--- src/rtl/hbm_pkg.sv ---
package hbm_pkg;

  // Source picked for a registered read bus
  typedef enum logic [1:0] {
    SEL_NONE = 2'd0,
    SEL_DATA = 2'd1,
    SEL_BELL = 2'd2,
    SEL_RESP = 2'd3
  } rdSel_e;

  // Strobes from the decoder into the register datapath
  typedef struct packed {
    logic   hostDataWr;
    logic   ctrlDataWr;
    logic   hostBellWr;
    logic   ctrlBellClr;
    logic   hostRespClr;
    logic   ctrlRespSet;
    rdSel_e hostRdSel;
    rdSel_e ctrlRdSel;
  } strobe_t;

endpackage

--- src/rtl/hbm_decode.sv ---
module hbm_decode
  import hbm_pkg::*;
#(
  parameter int IO_W     = 16,
  parameter int OFF_W    = 5,
  parameter int NUM_DATA = 16,
  parameter logic [IO_W-1:0] BASE = 16'h0C00,
  localparam int DIDX_W = $clog2(NUM_DATA)
) (
  input  logic              hostWr,
  input  logic              hostRd,
  input  logic [IO_W-1:0]   hostAddr,
  input  logic              hostBit0,
  input  logic              ctrlWr,
  input  logic              ctrlRd,
  input  logic [OFF_W-1:0]  ctrlAddr,
  input  logic              ctrlBit0,
  output strobe_t           strb,
  output logic [DIDX_W-1:0] hostIdx,
  output logic [DIDX_W-1:0] ctrlIdx
);

  localparam logic [OFF_W-1:0] BELL_OFF = OFF_W'(NUM_DATA);
  localparam logic [OFF_W-1:0] RESP_OFF = OFF_W'(NUM_DATA + 1);

  logic [IO_W:0]    hostRel;
  logic             hostHit;
  logic [OFF_W-1:0] hostOff;
  logic             hostIsData, hostIsBell, hostIsResp;
  logic             ctrlIsData, ctrlIsBell, ctrlIsResp;

  // An address below BASE wraps to a large value, so the upper bits reject it
  assign hostRel = {1'b0, hostAddr} - {1'b0, BASE};
  assign hostHit = (hostRel[IO_W:OFF_W] == '0);
  assign hostOff = hostRel[OFF_W-1:0];

  assign hostIsData = hostHit && (hostOff < BELL_OFF);
  assign hostIsBell = hostHit && (hostOff == BELL_OFF);
  assign hostIsResp = hostHit && (hostOff == RESP_OFF);
  assign ctrlIsData = (ctrlAddr < BELL_OFF);
  assign ctrlIsBell = (ctrlAddr == BELL_OFF);
  assign ctrlIsResp = (ctrlAddr == RESP_OFF);

  assign hostIdx = hostOff[DIDX_W-1:0];
  assign ctrlIdx = ctrlAddr[DIDX_W-1:0];

  function automatic rdSel_e pickSel(input logic rd, input logic isData,
                                     input logic isBell, input logic isResp);
    if (!rd)         return SEL_NONE;
    else if (isData) return SEL_DATA;
    else if (isBell) return SEL_BELL;
    else if (isResp) return SEL_RESP;
    else             return SEL_NONE;
  endfunction

  always_comb begin
    strb.hostDataWr  = hostWr && hostIsData;
    strb.ctrlDataWr  = ctrlWr && ctrlIsData;
    strb.hostBellWr  = hostWr && hostIsBell;
    strb.ctrlBellClr = ctrlWr && ctrlIsBell && ctrlBit0;
    strb.hostRespClr = hostWr && hostIsResp && hostBit0;
    strb.ctrlRespSet = ctrlWr && ctrlIsResp && ctrlBit0;
    strb.hostRdSel   = pickSel(hostRd, hostIsData, hostIsBell, hostIsResp);
    strb.ctrlRdSel   = pickSel(ctrlRd, ctrlIsData, ctrlIsBell, ctrlIsResp);
  end

endmodule

--- src/rtl/hbm_datapath.sv ---
module hbm_datapath
  import hbm_pkg::*;
#(
  parameter int NUM_DATA = 16,
  localparam int DIDX_W = $clog2(NUM_DATA)
) (
  input  logic              clk,
  input  logic              rstN,
  input  strobe_t           strb,
  input  logic [DIDX_W-1:0] hostIdx,
  input  logic [DIDX_W-1:0] ctrlIdx,
  input  logic [7:0]        hostWrData,
  input  logic [7:0]        ctrlWrData,
  output logic [7:0]        hostRdData,
  output logic [7:0]        ctrlRdData,
  output logic              bellQ,
  output logic              respQ
);

  logic [7:0] dataQ [NUM_DATA];

  // One byte register per offset; the controller's reply wins a collision
  for (genvar gi = 0; gi < NUM_DATA; gi++) begin : g_data
    always_ff @(posedge clk) begin
      if (!rstN)
        dataQ[gi] <= '0;
      else if (strb.ctrlDataWr && ctrlIdx == DIDX_W'(gi))
        dataQ[gi] <= ctrlWrData;
      else if (strb.hostDataWr && hostIdx == DIDX_W'(gi))
        dataQ[gi] <= hostWrData;
    end
  end

  // Doorbell: the host stores bit 0, the controller clears it, the host wins
  always_ff @(posedge clk) begin
    if (!rstN)                 bellQ <= 1'b0;
    else if (strb.hostBellWr)  bellQ <= hostWrData[0];
    else if (strb.ctrlBellClr) bellQ <= 1'b0;
  end

  // Response flag: the controller sets it, the host clears it, a set wins
  always_ff @(posedge clk) begin
    if (!rstN)                 respQ <= 1'b0;
    else if (strb.ctrlRespSet) respQ <= 1'b1;
    else if (strb.hostRespClr) respQ <= 1'b0;
  end

  function automatic logic [7:0] readMux(input rdSel_e sel, input logic [7:0] dataByte,
                                         input logic bell, input logic resp);
    case (sel)
      SEL_DATA: return dataByte;
      SEL_BELL: return {7'd0, bell};
      SEL_RESP: return {7'd0, resp};
      default:  return 8'd0;
    endcase
  endfunction

  // Reads see the state held before this edge's writes
  always_ff @(posedge clk) begin
    if (!rstN) begin
      hostRdData <= '0;
      ctrlRdData <= '0;
    end else begin
      hostRdData <= readMux(strb.hostRdSel, dataQ[hostIdx], bellQ, respQ);
      ctrlRdData <= readMux(strb.ctrlRdSel, dataQ[ctrlIdx], bellQ, respQ);
    end
  end

  AST_RESP_SET: assert property (@(posedge clk) disable iff (!rstN)
    strb.ctrlRespSet |=> respQ);
  AST_RESP_CLR: assert property (@(posedge clk) disable iff (!rstN)
    (strb.hostRespClr && !strb.ctrlRespSet) |=> !respQ);
  AST_RESP_HOLD: assert property (@(posedge clk) disable iff (!rstN)
    (!strb.hostRespClr && !strb.ctrlRespSet) |=> $stable(respQ));
  AST_BELL_HOST: assert property (@(posedge clk) disable iff (!rstN)
    strb.hostBellWr |=> (bellQ == $past(hostWrData[0])));
  AST_BELL_CLR: assert property (@(posedge clk) disable iff (!rstN)
    (strb.ctrlBellClr && !strb.hostBellWr) |=> !bellQ);
  AST_HOST_RD_IDLE: assert property (@(posedge clk) disable iff (!rstN)
    (strb.hostRdSel == SEL_NONE) |=> (hostRdData == 8'd0));
  AST_CTRL_RD_IDLE: assert property (@(posedge clk) disable iff (!rstN)
    (strb.ctrlRdSel == SEL_NONE) |=> (ctrlRdData == 8'd0));

endmodule

--- src/rtl/hb_mailbox.sv ---
module hb_mailbox
  import hbm_pkg::*;
#(
  parameter int IO_W     = 16,
  parameter int OFF_W    = 5,
  parameter int NUM_DATA = 16,
  parameter logic [IO_W-1:0] BASE = 16'h0C00,
  localparam int DIDX_W = $clog2(NUM_DATA)
) (
  input  logic             clk,
  input  logic             rstN,
  input  logic [IO_W-1:0]  hostAddr,
  input  logic             hostWr,
  input  logic             hostRd,
  input  logic [7:0]       hostWrData,
  output logic [7:0]       hostRdData,
  input  logic [OFF_W-1:0] ctrlAddr,
  input  logic             ctrlWr,
  input  logic             ctrlRd,
  input  logic [7:0]       ctrlWrData,
  output logic [7:0]       ctrlRdData,
  output logic             hostIrq,
  output logic             ctrlIrq
);

  strobe_t           strb;
  logic [DIDX_W-1:0] hostIdx, ctrlIdx;
  logic              bellQ, respQ;

  hbm_decode #(
    .IO_W(IO_W), .OFF_W(OFF_W), .NUM_DATA(NUM_DATA), .BASE(BASE)
  ) uDecode (
    .hostWr(hostWr), .hostRd(hostRd), .hostAddr(hostAddr), .hostBit0(hostWrData[0]),
    .ctrlWr(ctrlWr), .ctrlRd(ctrlRd), .ctrlAddr(ctrlAddr), .ctrlBit0(ctrlWrData[0]),
    .strb(strb), .hostIdx(hostIdx), .ctrlIdx(ctrlIdx)
  );

  hbm_datapath #(.NUM_DATA(NUM_DATA)) uPath (
    .clk(clk), .rstN(rstN), .strb(strb),
    .hostIdx(hostIdx), .ctrlIdx(ctrlIdx),
    .hostWrData(hostWrData), .ctrlWrData(ctrlWrData),
    .hostRdData(hostRdData), .ctrlRdData(ctrlRdData),
    .bellQ(bellQ), .respQ(respQ)
  );

  assign hostIrq = respQ;
  assign ctrlIrq = bellQ;

endmodule

--- config.mk ---
export PLATFORM = sky130hd
export DESIGN_NAME = hb_mailbox
export DESIGN_NICKNAME = d
export VERILOG_FILES = /design/src/rtl/hbm_pkg.sv /design/src/rtl/hbm_decode.sv /design/src/rtl/hbm_datapath.sv /design/src/rtl/hb_mailbox.sv
export SDC_FILE = /design/constraint.sdc
export NUM_CORES = 1
export LEC_CHECK = 0
export ABC_CLOCK_PERIOD_IN_PS = 3500
export BUFFER_PORTS_ARGS = -buffer_cell sky130_fd_sc_hd__buf_2
export CAP_MARGIN = 20
export CORE_MARGIN = 2
export CORE_UTILIZATION = 55
export CTS_CLUSTER_SIZE = 10
export DETAILED_ROUTE_END_ITERATION = 10
export GPL_TIMING_DRIVEN = 0
export PLACE_DENSITY_LB_ADDON = 0.1
export SLEW_MARGIN = 10
export SYNTH_ARGS = -nofsm -noshare
export SYNTH_HDL_FRONTEND = slang
export SYNTH_SLANG_ARGS = --single-unit
--- constraint.sdc ---
create_clock -name clk -period 3.5 [get_ports clk]
set_input_delay 0.875 -clock clk [delete_from_list [all_inputs] [get_ports clk]]
set_output_delay 0.875 -clock clk [all_outputs]
set_load 0.01 [all_outputs]
==> flow_metrics.env <==
export IMPL_status="finished, final reports clean"
export IMPL_initial_core_util=0.557
export IMPL_syn_inst=740
export IMPL_synth_seq_cells=146
export IMPL_antenna_found_initial=1
export IMPL_avgSynthCellArea_sq_um=11.8
export IMPL_fin_crit_sh=0.918
export IMPL_layout_nets=874
export IMPL_gp_congestion=1.01
export IMPL_cts_max_path_buffers=2
export IMPL_yosys_warnings=0
export IMPL_arrival_ns=3.35
export IMPL_synth_area_leader_cell="edfxtp_1"
export IMPL_grt_start_max_net_pins=17
export IMPL_io_pins=61
export IMPL_ctsHoldBuffers=0
export IMPL_crit_chain="buf_2 > ha_1 > nand4b_1 > nor3_2 > nand3_1 > o21ai_0 > buf_2"
export IMPL_peakVddDrop_mv=0.367
export IMPL_num_vias=7674
export IMPL_antenna_cells=0
export IMPL_crit_buf_inv=2
export IMPL_grt_pass1_wl_um=47400
export IMPL_fp_dieArea_sq_um=16900
export IMPL_cpPeakStageDelay_ns=0.54
export IMPL_synth_nets=784
export IMPL_synth_top_flop_cell="edfxtp_1"
export IMPL_rr_startpoint="uPath.dataQ[15][0]"
export IMPL_crit_type="in2reg"
export IMPL_dr_pass1_iters=5
export IMPL_fp_row_count=46
export IMPL_drive_above_1_share=0.249
export IMPL_critPathTopFamily="simple AND/OR/NAND/NOR gates"
export IMPL_cpMaxStageDelayCell="nor3_2"
export IMPL_ant_nets=0
export IMPL_drc=0
export IMPL_hold_viol_final=0
export IMPL_post_place_ws_ns=-0.608
export IMPL_power_mw=4.61
export IMPL_gr_total_overflow=0
export IMPL_crit_end="uPath.dataQ[0][4]"
export IMPL_worstHoldPathCells=2
export IMPL_cts_root_buffer="clkbuf_16"
export IMPL_synthToLayoutAreaGrowth_pct=14.8
export IMPL_worst_pin_slew_ns=1.11
export IMPL_worstSkewPairLatency_ns=0.44
export IMPL_cts_tree="done"
export IMPL_placed_cell_area_sq_um=9290
export IMPL_synth_edf_count=128
export IMPL_required_ns=3.63
export IMPL_end_kind="flip-flop"
export IMPL_portBuffers=52
export IMPL_reg2reg_slack_ns=1.69
export IMPL_r2r_cells=4
export IMPL_hpwl_um=23600
export IMPL_cap_violations=0
export IMPL_seq_area_frac_synth=0.480
export IMPL_cts_sinks=146
export IMPL_rsz0062_at_grt="false"
export IMPL_fmax_ghz=0.311
export IMPL_synthArstFlopShare=0
export IMPL_setup_viol=0
export IMPL_cts_htree_levels=4
export IMPL_synth_top_area_frac=0.439
export IMPL_powerDensity_nw_per_um2=459
export IMPL_slew_viol_final=0
export IMPL_routed_wl_um=32200
export IMPL_critPathLaunchType="input port"
export IMPL_syn_cell_area_sq_um=8760
export IMPL_synth_area_leaders="edfxtp_1, mux4_2, nand2_1"
export IMPL_hold_class="reg2reg"
export IMPL_first_iter_violations=981
export IMPL_timing_final_ws_setup_ns=0.285
export IMPL_grt_pass1_vias=7608
export IMPL_path_max_fanout=6
export IMPL_setup_tns_ns=0
export IMPL_slew_headroom=0.251
export IMPL_core_area_sq_um=15700
export IMPL_critical_path_most_common_cell="buf_2"
export IMPL_cts_buffers=17
export IMPL_leakagePower_nw=3.27
export IMPL_synth_cell_types=52
export IMPL_worst_path_stages=7
export IMPL_post_route_min_period_ns=3.21
export IMPL_wl_per_cell_um=30.4
export IMPL_die_w_um=130
export IMPL_clk_pin_slew_ns=0.07
export IMPL_design_area_sq_um=10000
export IMPL_r2r_end="uPath.hostRdData[0]"
export IMPL_grt_usage=0.401
export IMPL_startpoint="hostAddr[10]"
export IMPL_hp_start="uPath.respQ"
export IMPL_via_per_inst=7.25
export IMPL_finClkSkew_ns=0.00957
export IMPL_fp_dieH_um=130
flip-flops by register name (all words and copies together), names as in the netlist:
register / flops
uPath.respQ: 1
uPath.ctrlRdData: 8
uPath.dataQ: 128
uPath.hostRdData: 8
uPath.bellQ: 1
how the worst min path moves through the flow:
stage             endpoint  slack, ns
2_1_floorplan  uPath.respQ       0.54
3_3_place_gp   uPath.respQ       0.53
3_5_place_dp   uPath.respQ       0.54
4_1_cts        uPath.respQ       0.56
5_1_grt        uPath.respQ       0.62
6_report       uPath.respQ       0.59
layout by cell type (no fill, tap or decap), types with 2 or more instances in the layout:
master / n
bufinv_16: 4
nor3_1: 4
clkinvlp_4: 3
clkbuf_16: 17
a2bb2o_1: 6
and3b_1: 3
o211ai_1: 15
inv_6: 2
nor2_1: 30
buf_4: 19
mux4_2: 77
nand3b_1: 6
nand3_1: 52
and2_1: 3
a22o_1: 15
buf_2: 75
buf_1: 4
clkinv_4: 2
nor4_4: 2
mux2i_1: 6
nor3_2: 2
nand2b_1: 10
dfxtp_1: 18
or2_2: 2
edfxtp_1: 128
nand2_1: 115
nor4_1: 2
clkbuf_1: 45
a211o_1: 2
nand4_1: 17
o21ai_0: 60
a22oi_1: 9
o22ai_1: 40
nor2b_1: 24
metrics by stage:
step	util	std cells	hold WS [ns]
2_1_floorplan	-	740	0.538
3_3_place_gp	0.591	1008	0.528
3_5_place_dp	0.591	1009	0.538
4_1_cts	0.639	1059	0.562
5_1_grt	0.640	1059	0.623
6_report	0.640	1059	0.588
cell usage after synthesis (10+ instances only):
master    number
nand2_1      115
o21ai_0       60
nand4_1       17
o22ai_1       40
nor2b_1       24
edfxtp_1     128
nand2b_1      10
nand3_1       52
o211ai_1      15
mux4_2        77
a22o_1        15
dfxtp_1       18
nor2_1        30
buf_2         22
clkbuf_1      42
per-layer routing:
layer	global-route usage	wire, um
met5	0	10
met4	0.244	2220
met3	0.109	3970
met2	0.618	14800
met1	0.510	11200
cell type report:
type | instances | area [sq um]
fill | 1255 | 5660
multi-input combinational | 523 | 4250
sequential | 146 | 4200
clock buffer | 20 | 437
timing repair buffer | 71 | 400
buffer | 70 | 302
tap | 216 | 270
clock inverter | 12 | 181
inverter | 1 | 3.75
repair_timing:
action,in CTS,in global routing
cloned,0,0
setup buffers,18,0
pin swaps,13,0
endpoints found under the setup margin,120,6
resized for setup,0,1
worst reg2reg max path, cell delays in order (launching register included):
cell      delay, ns
edfxtp_1       0.40
mux4_2         0.51
mux2i_1        0.34
nor3b_1        0.10
o311a_1        0.36
cell families after synthesis:
family	after synthesis	share of synthesized area
simple gates	283	0.163
compound gates	155	0.115
xor+xnor	1	0.00100
mux	83	0.205
fa+ha+maj	1	0.00143
flops	146	0.480
buf+inv	71	0.0349
where the power goes:
group          internal (mW)  total [mW]  switching, mW
sequential              1.98        2.03         0.0465
combinational          0.258       0.615          0.358
clock                   1.20        1.97          0.771
No activity file was read; power rests on OpenSTA's default activity.
